## src/rtl/qdac_pkg.sv

```systemverilog
// Package: shared types and helpers for the quad DAC register bank.
// Assumes nothing beyond IEEE 1800-2017 elaboration.
package qdac_pkg;

    // Kind of host access decoded from chip select and read/write
    typedef enum logic [1:0] {
        ACC_IDLE  = 2'd0,
        ACC_WRITE = 2'd1,
        ACC_READ  = 2'd2
    } acc_e;

    // Reset code for a data width: midscale (MSB only) or zero scale
    function automatic logic [31:0] reset_code(input int unsigned dw, input bit mid);
        logic [31:0] r;
        r = '0;
        if (mid) begin
            r[dw-1] = 1'b1;
        end
        return r;
    endfunction

endpackage

```

## src/rtl/qdac_sync.sv

```systemverilog
// Module: qdac_sync
// Passes a bundle of host inputs through STAGES flip-flops on clk.
// Assumes STAGES >= 1; reset loads RST_VAL (the idle level of each bit).
module qdac_sync #(
    parameter int unsigned W       = 8,
    parameter int unsigned STAGES  = 2,
    parameter logic [W-1:0] RST_VAL = '0
) (
    input  logic         clk,
    input  logic         rst_n,
    input  logic [W-1:0] d,
    output logic [W-1:0] q
);

    logic [STAGES-1:0][W-1:0] stg;

    // Shift the bundle one stage per clock; synchronous reset to idle
    always_ff @(posedge clk) begin
        if (!rst_n) begin
            for (int i = 0; i < int'(STAGES); i++) begin
                stg[i] <= RST_VAL;
            end
        end else begin
            stg[0] <= d;
            for (int i = 1; i < int'(STAGES); i++) begin
                stg[i] <= stg[i-1];
            end
        end
    end

    assign q = stg[STAGES-1];

endmodule

```

## src/rtl/qdac_ctrl.sv

```systemverilog
// Module: qdac_ctrl
// Decodes synchronized host controls into per-channel write enables,
// a readback enable, a write-through flag and a global transfer pulse.
// The transfer fires on the cycle the load strobe is first seen high,
// provided it was low with chip select high for LD_MIN_CYC cycles.
module qdac_ctrl
    import qdac_pkg::*;
#(
    parameter int unsigned NCH        = 4,
    parameter int unsigned LD_MIN_CYC = 34,
    localparam int unsigned AW        = $clog2(NCH),
    localparam int unsigned CW        = $clog2(LD_MIN_CYC + 1)
) (
    input  logic           clk,
    input  logic           rst_n,
    input  logic           s_cs_n,
    input  logic           s_rw,
    input  logic           s_ld_n,
    input  logic [AW-1:0]  s_sel,
    output logic [NCH-1:0] wr_en,
    output logic           wr_thru,
    output logic           rd_en,
    output logic           xfer
);

    acc_e          acc;
    logic [CW-1:0] low_cnt;
    logic          ld_prev;

    // Classify the current access from chip select and direction
    always_comb begin
        if (s_cs_n) begin
            acc = ACC_IDLE;
        end else if (s_rw) begin
            acc = ACC_READ;
        end else begin
            acc = ACC_WRITE;
        end
    end

    // One write enable per channel from the select decode
    for (genvar g = 0; g < int'(NCH); g++) begin : g_dec
        assign wr_en[g] = (acc == ACC_WRITE) && (s_sel == AW'(g));
    end

    assign rd_en   = (acc == ACC_READ);
    assign wr_thru = !s_ld_n;

    // Count deselected load-low cycles (saturating) and remember the last strobe level
    always_ff @(posedge clk) begin
        if (!rst_n) begin
            low_cnt <= '0;
            ld_prev <= 1'b1;
        end else begin
            ld_prev <= s_ld_n;
            if (s_ld_n) begin
                low_cnt <= '0;
            end else if (s_cs_n && (low_cnt < CW'(LD_MIN_CYC))) begin
                low_cnt <= low_cnt + 1'b1;
            end
        end
    end

    // Transfer on the rising strobe once the low time met the minimum
    assign xfer = s_ld_n && !ld_prev && (low_cnt >= CW'(LD_MIN_CYC));

endmodule

```

## src/rtl/qdac_chan.sv

```systemverilog
// Module: qdac_chan
// One channel: an input register written by the host and an output
// register feeding the converter. Writes with write-through or during a
// transfer win over the copy from the input register.
module qdac_chan #(
    parameter int unsigned   DW       = 12,
    parameter logic [DW-1:0] RST_CODE = '0
) (
    input  logic          clk,
    input  logic          rst_n,
    input  logic          we,
    input  logic          thru,
    input  logic          xfer,
    input  logic [DW-1:0] din,
    output logic [DW-1:0] in_q,
    output logic [DW-1:0] out_q
);

    // Input register: host writes
    always_ff @(posedge clk) begin
        if (!rst_n) begin
            in_q <= RST_CODE;
        end else if (we) begin
            in_q <= din;
        end
    end

    // Output register: write-through or transfer, new data has priority
    always_ff @(posedge clk) begin
        if (!rst_n) begin
            out_q <= RST_CODE;
        end else if (we && (thru || xfer)) begin
            out_q <= din;
        end else if (xfer) begin
            out_q <= in_q;
        end
    end

endmodule

```

## src/rtl/qdac_regbank.sv

```systemverilog
// Module: qdac_regbank (top)
// Host-facing register bank of a four-channel double-buffered DAC.
// Host controls and data are synchronized SYNC_STAGES deep, then decoded;
// readback is registered once more. RST_MID picks midscale or zero reset.
module qdac_regbank
    import qdac_pkg::*;
#(
    parameter int unsigned DW          = 12,
    parameter int unsigned NCH         = 4,
    parameter int unsigned SYNC_STAGES = 2,
    parameter int unsigned LD_MIN_CYC  = 34,
    parameter bit          RST_MID     = 1'b1,
    localparam int unsigned AW         = $clog2(NCH),
    localparam int unsigned SW         = 3 + AW + DW,
    localparam logic [DW-1:0] RST_CODE = DW'(reset_code(DW, RST_MID))
) (
    input  logic              clk,
    input  logic              rst_n,
    input  logic [AW-1:0]     sel,
    input  logic              rw,
    input  logic              cs_n,
    input  logic              ld_n,
    input  logic [DW-1:0]     din,
    output logic [DW-1:0]     dout,
    output logic              dout_oe,
    output logic [NCH*DW-1:0] code_out
);

    localparam logic [SW-1:0] SYNC_IDLE = {3'b111, {(AW + DW){1'b0}}};

    logic [SW-1:0]     sync_q;
    logic              s_cs_n;
    logic              s_rw;
    logic              s_ld_n;
    logic [AW-1:0]     s_sel;
    logic [DW-1:0]     s_din;
    logic [NCH-1:0]    wr_en;
    logic              wr_thru;
    logic              rd_en;
    logic              xfer;
    logic [DW-1:0]     in_arr [NCH];
    logic [NCH*DW-1:0] in_flat;
    logic [NCH*DW-1:0] out_flat;
    logic [DW-1:0]     rd_q;
    logic              oe_q;

    qdac_sync #(
        .W       (SW),
        .STAGES  (SYNC_STAGES),
        .RST_VAL (SYNC_IDLE)
    ) u_sync (
        .clk   (clk),
        .rst_n (rst_n),
        .d     ({cs_n, rw, ld_n, sel, din}),
        .q     (sync_q)
    );

    assign {s_cs_n, s_rw, s_ld_n, s_sel, s_din} = sync_q;

    qdac_ctrl #(
        .NCH        (NCH),
        .LD_MIN_CYC (LD_MIN_CYC)
    ) u_ctrl (
        .clk     (clk),
        .rst_n   (rst_n),
        .s_cs_n  (s_cs_n),
        .s_rw    (s_rw),
        .s_ld_n  (s_ld_n),
        .s_sel   (s_sel),
        .wr_en   (wr_en),
        .wr_thru (wr_thru),
        .rd_en   (rd_en),
        .xfer    (xfer)
    );

    for (genvar g = 0; g < int'(NCH); g++) begin : g_ch
        logic [DW-1:0] in_q;
        logic [DW-1:0] out_q;

        qdac_chan #(
            .DW       (DW),
            .RST_CODE (RST_CODE)
        ) u_chan (
            .clk   (clk),
            .rst_n (rst_n),
            .we    (wr_en[g]),
            .thru  (wr_thru),
            .xfer  (xfer),
            .din   (s_din),
            .in_q  (in_q),
            .out_q (out_q)
        );

        assign in_arr[g]            = in_q;
        assign in_flat[g*DW +: DW]  = in_q;
        assign out_flat[g*DW +: DW] = out_q;
    end

    // Register the readback word and its bus enable
    always_ff @(posedge clk) begin
        if (!rst_n) begin
            rd_q <= '0;
            oe_q <= 1'b0;
        end else begin
            oe_q <= rd_en;
            rd_q <= rd_en ? in_arr[s_sel] : '0;
        end
    end

    assign dout     = rd_q;
    assign dout_oe  = oe_q;
    assign code_out = out_flat;

endmodule

```

## config.mk

```make
export PLATFORM = sky130hd
export DESIGN_NAME = qdac_regbank
export DESIGN_NICKNAME = d
export VERILOG_FILES = /design/src/rtl/qdac_pkg.sv /design/src/rtl/qdac_sync.sv /design/src/rtl/qdac_ctrl.sv /design/src/rtl/qdac_chan.sv /design/src/rtl/qdac_regbank.sv
export SDC_FILE = /design/constraint.sdc
export NUM_CORES = 1
export LEC_CHECK = 0
export BUFFER_PORTS_ARGS = -buffer_cell sky130_fd_sc_hd__buf_2
export CORE_UTILIZATION = 50
export DETAILED_ROUTE_END_ITERATION = 7
export PLACE_DENSITY = 0.83
export SYNTH_ARGS = -nofsm -noshare
export SYNTH_HDL_FRONTEND = slang
export SYNTH_HIERARCHICAL = 1
export SYNTH_SLANG_ARGS = --single-unit
export TNS_END_PERCENT = 50
```

## constraint.sdc

```tcl
create_clock -name clk -period 3 [get_ports clk]
set_clock_uncertainty 0.15 [all_clocks]
set_input_delay 0.15 -clock clk [delete_from_list [all_inputs] [get_ports clk]]
set_output_delay 0.15 -clock clk [all_outputs]
set_load 0.02 [all_outputs]
```

==> impl_metrics.tcl, run 1 <==
set metrics [dict create \
    status "completed" \
    power_frac_comb_pct 2.8 \
    netlist_area_um2 6320 \
    peakVddDrop_uv 395 \
    post-cts-setup-buffers 0 \
    worst_slew_pin_slew_ps 676 \
    cp-start-kind "flop" \
    htreeDepth 4 \
    p_switching_mw 0.885 \
    wl_per_cell_um 17.4 \
    grt_pass1_vias 4649 \
    cts_made_buffers 17 \
    cts_resized 0 \
    post-route-util_pct 61.1 \
    cts.clk_slew.worst_paths_ps 60 \
    drc 0 \
    hpwl_mm 9.68 \
    worst_slack_ps 629 \
    io_buffers 79 \
    setup.worst_path.end_class "flop" \
    synthArstFlopShare_pct 0 \
    slew_headroom_pct 54.9 \
    pin_count 80 \
    cts_tree "done" \
    clkPwrFrac_pct 50.0 \
    clockBufferDepth 2 \
    vias 4960 \
    period_share_pct 79.0 \
    synth_nets 635 \
    power.internal_mw 3.45 \
    die-width_um 114 \
    finalSetupViolCount 0 \
    wl_mm 15.0 \
    max_freq_mhz 422 \
    yosysTopAreaCellShare_pct 47.5 \
    die_h_um 114 \
    via_per_inst 5.74 \
    holdBufCountCts 17 \
    syn_avg_cell_area_um2 10.3 \
    p_seq_share_pct 47.2 \
    core_um2 12200 \
    period_minus_slack_ps 2370 \
    synthFlopType "dfxtp_1" \
    setup_tns_ps 0 \
    required_ps 3160 \
    hold_class "input pin to flop" \
    cts-root-buf "clkbuf_16" \
    yosys_warnings 6 \
    area_growth_pct 17.6 \
    dp_worst_setup_slack_ps 688 \
    die_area_um2 13100 \
    grtUsageTotal_pct 24.0 \
    yosys.cell_count.top_type "dfxtp_1" \
    gr-total-overflow 0 \
    nets 704 \
    swShare_pct 20.4 \
    antenna_found_initial 0 \
    grt_first_pass_wirelength_mm 23.7 \
    final_layout_size_suffix_gt1_share_pct 25.1 \
    place_congestion 0.859 \
    path_max_fanout 56 \
    grt_max_degree 88 \
    power_mw 4.34 \
    ys_types 41 \
    cts_num_sinks 150 \
    synth_edf_count 0 \
    crit_type "flop to flop" \
    diodes 0 \
    rsz0062_at_grt "no" \
    crit_arrival_ps 2540 \
    synth.area.top_cells "dfxtp_1, mux2i_1, mux2_2, o22ai_1, nor2b_1" \
    ys_seq_elements 150 \
    power.density_nw_per_um2 584 \
    rows 40 \
    maxCapViolations 0 \
    finalHoldViolations 0 \
    yosysSeqAreaShare_pct 47.5 \
    ant_nets 0 \
    post-synth-top-area-cell "dfxtp_1" \
    drt_iter0_drc 433 \
    clk_latency_ps 430 \
    p_leak_nw 2.80 \
    slew_viol_final 0 \
    ys_top_cells_by_count "dfxtp_1, mux2i_1, o22ai_1" \
    drt_pre_antenna_iters 5 \
    holdWs_ps 81.5 \
    start_util_pct 51.9 \
    synth_cells 614 \
]
-- final timing paths --
check / end / slack [ps] / depth (start not counted) / start
setup reg to reg: g_ch[3].u_chan/out_q[10] / 630 / 7 / u_ctrl/low_cnt[2]
setup / recovery: g_ch[3].u_chan/out_q[10] / 630 / 7 / u_ctrl/low_cnt[2]
hold / removal: g_ch[1].u_chan/in_q[11] / 80 / 3 / rst_n
hold reg to reg: u_sync/q[16] / 260 / 1 / u_sync/stg[16]
-- logic make-up (layout without fill, tap and decap cells) --
logic type,Yosys count,count (layout),share of synthesized area [%]
buffers and inverters,65,147,7.09
AO/OA/AOI/OAI,123,123,11.8
multiplexers,120,120,19.9
adder cells (fa/ha/maj),2,2,0.396
flip-flops,150,150,47.5
AND/OR/NAND/NOR,154,154,13.3
-- registers in the layout, indices dropped and copies added, names as in the netlist --
name and flops:
dout 12, dout_oe 1, g_ch.u_chan/in_q 48, g_ch.u_chan/out_q 48, u_ctrl/ld_prev 1, u_ctrl/low_cnt 6
u_sync/q 17, u_sync/stg 17
-- power groups by stage --
| stage | Sequential [mW] | Combinational (mW) | Clock, mW |
|---|---|---|---|
| 2_1_floorplan | 2.06 | 0.0981 | 0 |
| 3_3_place_gp | 2.09 | 0.0981 | 0 |
| 3_5_place_dp | 2.09 | 0.101 | 0 |
| 4_1_cts | 2.05 | 0.118 | 2.19 |
| 5_1_grt | 2.05 | 0.130 | 2.27 |
| 6_report | 2.05 | 0.120 | 2.17 |
-- metrics by stage --
| stage | area (um^2) | instances |
|---|---|---|
| after floorplan | 6320 | 614 |
| after global placement | 6640 | 815 |
| after detailed placement | 6640 | 815 |
| after CTS | 7430 | 864 |
| after global routing | 7430 | 864 |
| final | 7430 | 864 |
-- routing by layer --
metal	wire length, um	GRT usage, %	share of wire, %	up-vias
met1	6510	30.0	43	2410
met2	6990	38.3	46	215
li1	-	-	-	2300
met4	412	11.7	2.7	0
met3	1140	6.41	7.5	35
met5	0	0	0	-
-- cells in the final DEF (no fill, tap or decap), types with 4 or more instances in the layout --
cell type,netlist,layout
nor2b_1,45,45
dlygate4sd3_1,0,17
o221ai_1,4,4
o22ai_1,56,56
nand2b_1,4,4
o21ai_0,46,46
clkbuf_16,0,17
a31o_1,4,4
nand2_1,6,6
nor2_1,47,47
o21ai_1,4,4
buf_4,25,11
and2_1,29,29
or2_1,4,4
mux2i_1,76,76
mux2_2,44,44
clkbuf_8,0,7
buf_2,5,79
inv_1,7,7
dfxtp_1,150,150
nand3_1,5,5
-- worst max-delay path: stages, from the launching register on --
cell and delay [ps]:
dfxtp_1 370, or4_1 540, nor2_1 150, nor3_2 80, buf_12 200, or2_1 400
o21ai_0 280, nor2_1 80
-- layout make-up --
type	count	area (um^2)
Fill cell	954	4730
Timing Repair Buffer	108	668
Clock buffer	25	526
Clock inverter	7	90.1
Sequential cell	150	3000
Tap cell	168	210
Multi-Input combinational cell	399	2910
Inverter	7	26.3
Power figures use the tool's default switching activity.
==> inputs of run 2 (changes only) <==
- clock period: 3 -> 2 ns (I/O delays scaled with it)
==> run 2 against run 1 <==
Flip-flop and latch count stayed put. Die area stayed put. The run now ends with negative setup slack left. Maximum frequency is 12% higher. First-iteration DRC count is 0.69% higher. Routed wire length is 15% higher. Sequential share of layout area is 3.5 points lower. Clock power is 64% higher. Via count is 2.0% higher. Hold slack worse by 69 ps. Critical endpoint is now g_ch[0].u_chan/out_q[6]. Final cell count is 3.1% higher.
==> impl_metrics.tcl, run 2 (synthesized netlist as in run 1, its figures left out) <==
set metrics [dict create \
    period_minus_slack_ps 2120 \
    crit_type "flop to flop" \
    gr-total-overflow 0 \
    diodes 0 \
    final_layout_size_suffix_gt1_share_pct 37.2 \
    drc 0 \
    fill_cells 829 \
    holdWs_ps 12.0 \
    required_ps 2160 \
    wl_mm 17.3 \
    finalHoldViolations 0 \
    die_h_um 114 \
    drt_pre_antenna_iters 6 \
    hpwl_mm 10.2 \
    antenna_found_initial 0 \
    cts.clk_slew.worst_paths_ps 60 \
    grt_pass1_vias 4890 \
    power.density_nw_per_um2 844 \
    grtUsageTotal_pct 26.0 \
    clk_latency_ps 430 \
    nets 731 \
    start_util_pct 51.9 \
    reg2reg_from "u_ctrl/low_cnt[2]" \
    violations "negative setup slack" \
    maxCapViolations 0 \
    area_growth_pct 29.0 \
    pin_count 80 \
    place_congestion 0.887 \
    worst_slack_ps -119 \
    critPathSlowestCell "or4_4" \
    cp_slowest_stage_delay_ps 540 \
    worst_slew_pin_slew_ps 646 \
    cts_num_sinks 150 \
    power_mw 6.87 \
    status "finished, violations left" \
    rsz0062_at_grt "yes" \
    min_delay_path_depth 3 \
    die-width_um 114 \
    rows 40 \
    p_leak_nw 3.07 \
    finalSetupViolCount 43 \
    cts-root-buf "clkbuf_16" \
    reg_top3 "g_ch.u_chan/in_q x48, g_ch.u_chan/out_q x48" \
    cts_tree "done" \
    critPathTopFamily "simple AND/OR/NAND/NOR gates" \
    min_to "u_sync/q[14]" \
    peakVddDrop_uv 670 \
    core_um2 12200 \
    wl_per_cell_um 19.4 \
    ff2ff_path_depth 8 \
    final_cell_mix "dfxtp_1, buf_2, mux2i_1, nor2_1, nor2b_1" \
    max_freq_mhz 472 \
    vias 5061 \
    slew_viol_final 0 \
    ant_nets 0 \
    layout_commonest_cell "dfxtp_1" \
    crit_arrival_ps 2280 \
    io_buffers 79 \
    cp_num_buf_inv 2 \
    clockBufferDepth 2 \
    r2r_slack_ps -120 \
    htreeDepth 4 \
    die_area_um2 13100 \
    period_share_pct 106 \
    worstHoldStart "rst_n" \
    setup.worst_path.end_class "flop" \
    grt_max_degree 55 \
    cp-start-kind "flop" \
    hold_class "input pin to flop" \
    path_max_fanout 8 \
    cts_made_buffers 17 \
    rr_endpoint "g_ch[0].u_chan/out_q[6]" \
    crit_chain "or4_4 -> nor2_4 -> nor3_4 -> buf_6 -> clkbuf_16 -> mux2_2 -> o22ai_1 -> nor2_1" \
    drt_iter0_drc 436 \
    slew_headroom_pct 56.9 \
    grt_first_pass_wirelength_mm 25.3 \
    via_per_inst 5.68 \
]
-- run 2: what timing repair did --
action,4_1_cts,5_1_grt
resized for setup,50,68
setup buffers,4,0
endpoints found under the hold margin,17,0
gates cloned,1,2
endpoints found under the setup margin,48,48
hold buffers,17,0
pin swaps,12,5
-- run 2: cell type report --
cell class	count	area, um^2	share of cell area (%)
clock buffers	18	439	5.39
well taps	168	210	2.58
multi-input cells	399	3220	39.6
repair buffers	135	1020	12.5
flip-flops and latches	150	3010	36.9
inverters	7	26.3	0.323
clock inverters	14	223	2.73
-- run 2: metrics by stage --
step / util (%) / setup WS, ps / std cells / TNS (ps) / cell area [um^2]
after floorplan: - / -11.9 / 614 / -137 / 6330
after global placement: 56.3 / -119 / 835 / -4800 / 6850
after detailed placement: 56.3 / -168 / 835 / -6370 / 6850
after CTS: 64.5 / -107 / 889 / -3660 / 7850
after global routing: 67.0 / -213 / 891 / -5140 / 8150
final: 67.0 / -119 / 891 / -1900 / 8150
-- run 2: how the worst max path moves through the flow --
stage	start	cells after the start	slack (ps)	to
2_1_floorplan	u_ctrl/low_cnt[0]	8	-10	g_ch[3].u_chan/out_q[2]
4_1_cts	u_ctrl/low_cnt[2]	7	-110	g_ch[2].u_chan/out_q[11]
3_3_place_gp	u_ctrl/low_cnt[2]	8	-120	g_ch[3].u_chan/out_q[10]
6_report	u_ctrl/low_cnt[2]	8	-120	g_ch[0].u_chan/out_q[6]
5_1_grt	u_ctrl/low_cnt[2]	8	-210	g_ch[2].u_chan/out_q[5]
3_5_place_dp	u_ctrl/low_cnt[2]	8	-170	g_ch[1].u_chan/out_q[4]
-- run 2: routing by layer --
layer / wire (um) / up-vias / track usage, %
li1: - / 2356 / -
met1: 7210 / 2432 / 31.0
met2: 8360 / 224 / 43.6
met3: 1100 / 49 / 5.13
met4: 646 / 0 / 15.1
met5: 0 / - / 0
-- run 2: report_power, final --
group          internal, mW  total, mW  leakage [nW]  switching (mW)
Clock                  2.26       3.56         0.318            1.30
Sequential             3.02       3.08          1.22          0.0570
Combinational         0.118      0.229          1.53           0.111
Total                  5.40       6.87          3.07            1.47
-- run 2: worst min-delay path, cell delays in order --
cell and delay (ps):
buf_2 140, buf_4 220, nand2b_1 90
==> inputs of run 3 (changes only) <==
- BUFFER_PORTS_ARGS: -buffer_cell sky130_fd_sc_hd__buf_2 -> -buffer_cell sky130_fd_sc_hd__clkbuf_2
==> run 3 against run 2 <==
The run still ends with negative setup slack left. Global-route usage fell by 0.38 points. Via count is 1.1% lower. Flip-flop and latch count stayed put. Clock power fell by 3%. Count of clock-buffer cells in the layout up 1. Sequential share of layout area grew 0.58 points. Largest cell class unchanged. Highest routed layer unchanged.
==> impl_metrics.tcl, run 3 (synthesized netlist as in run 1, its figures left out) <==
set metrics [dict create \
    grtUsageTotal_pct 25.6 \
    cts_tree "done" \
    gr-total-overflow 0 \
    slew_viol_final 0 \
    grt_first_pass_wirelength_mm 25.2 \
    start_util_pct 51.9 \
    hold_class "input pin to flop" \
    crit_arrival_ps 2320 \
    wl_per_cell_um 18.7 \
    antenna_found_initial 0 \
    drt_iter0_drc 560 \
    cp_num_buf_inv 3 \
    finalHoldViolations 0 \
    worst_slack_ps -119 \
    grt_pass1_vias 4863 \
    htreeDepth 4 \
    rsz0062_at_grt "yes" \
    crit_path_frequent_cell "buf_6" \
    reg_top3 "g_ch.u_chan/in_q x48, g_ch.u_chan/out_q x48" \
    rows 40 \
    post-route-util_pct 65.9 \
    placed_area_um2 6870 \
    wl_mm 16.6 \
    ant_nets 0 \
    maxCapViolations 0 \
    period_share_pct 106 \
    path_max_fanout 11 \
    clockBufferDepth 2 \
    cp-start-kind "flop" \
    drt_pre_antenna_iters 5 \
    die-width_um 114 \
    final_cell_mix "dfxtp_1, clkbuf_2, mux2i_1, nor2b_1, nor2_1" \
    critPathSlowestCell "or4_4" \
    holdWs_ps 31.7 \
    diodes 0 \
    p_leak_nw 2.98 \
    place_congestion 0.828 \
    seqCellArea_um2 3010 \
    slew_headroom_pct 54.4 \
    finalSetupViolCount 48 \
    die_area_um2 13100 \
    status "finished, violations left" \
    required_ps 2200 \
    fill_cells 838 \
    max_freq_mhz 472 \
    cp_slowest_stage_delay_ps 540 \
    crit_chain "or4_4 -> nor2_4 -> nor3_4 -> buf_6 -> buf_6 -> o21ai_0 -> buf_4 -> o22ai_2 -> nor2_1" \
    nets 730 \
    drc 0 \
    multi_input_area_um2 3150 \
    hpwl_mm 10.2 \
    cts_num_sinks 150 \
    io_buffers 79 \
    die_h_um 114 \
    cts_made_buffers 17 \
    core_um2 12200 \
    setup.worst_path.end_class "flop" \
    violations "negative setup slack" \
    pin_count 80 \
    setup_tns_ps -3370 \
    via_per_inst 5.63 \
    crit_type "flop to flop" \
    grt_max_degree 57 \
    peakVddDrop_uv 731 \
    final_design_area_no_fill_um2 8020 \
    cts.clk_slew.worst_paths_ps 60 \
    vias 5007 \
    layout_commonest_cell "dfxtp_1" \
    clk_latency_ps 420 \
    worst_slew_pin_slew_ps 683 \
    period_minus_slack_ps 2120 \
    power.density_nw_per_um2 844 \
    critPathTopFamily "simple AND/OR/NAND/NOR gates" \
    cts-root-buf "clkbuf_16" \
    final_layout_size_suffix_gt1_share_pct 35.2 \
    area_growth_pct 27.0 \
]
## run 3: what timing repair did
| action | CTS | global route |
|---|---|---|
| setup endpoints to repair | 48 | 48 |
| setup buffers | 4 | 0 |
| resized for setup | 48 | 57 |
| cloned | 1 | 1 |
| hold endpoints to repair | 17 | 0 |
| hold buffers | 17 | 0 |
| pin swaps | 11 | 12 |
## run 3: path summary, 6_finish.rpt
check                                        from                      end  slack (ps)  cells past startpoint
worst max-delay path            u_ctrl/low_cnt[2]  g_ch[1].u_chan/out_q[9]        -120                      9
worst min-delay path                        rst_n           u_sync/stg[15]          30                      3
worst max register to register  u_ctrl/low_cnt[2]  g_ch[1].u_chan/out_q[9]        -120                      9
worst min register to register     u_sync/stg[16]             u_sync/q[16]         260                      1
## run 3: through the flow
stage	worst slack (ps)	total power, mW	cells
finish	-119	6.77	890
global route	-169	6.95	890
CTS	-133	6.77	889
detailed placement	-329	3.30	835
global placement	-269	3.29	835
floorplan	-11.9	3.24	614
## run 3: per-layer routing
layer	GRT usage (%)	routed length (um)	share of wire, %
met5	0	0	0
met3	6.03	795	4.8
met1	31.7	7300	44
met4	9.61	384	2.3
met2	43.3	8160	49
## run 3: area by class of cell
cell class	count	share of cell area (%)
clock buffer	19	5.52
clock inverter	13	2.54
inverter	7	0.328
multi-input combinational	399	39.3
sequential	150	37.5
tap	168	2.62
timing repair buffer	134	12.2
## run 3: worst min-delay path, cell delays in order
cell	delay, ps
buf_2	140
buf_4	230
nand2b_1	90
## run 3: where the power goes
group	internal (mW)	total (mW)	switching, mW
registers	3.02	3.08	0.0531
clock network	2.24	3.47	1.23
logic	0.116	0.227	0.110
total	5.38	6.77	1.39
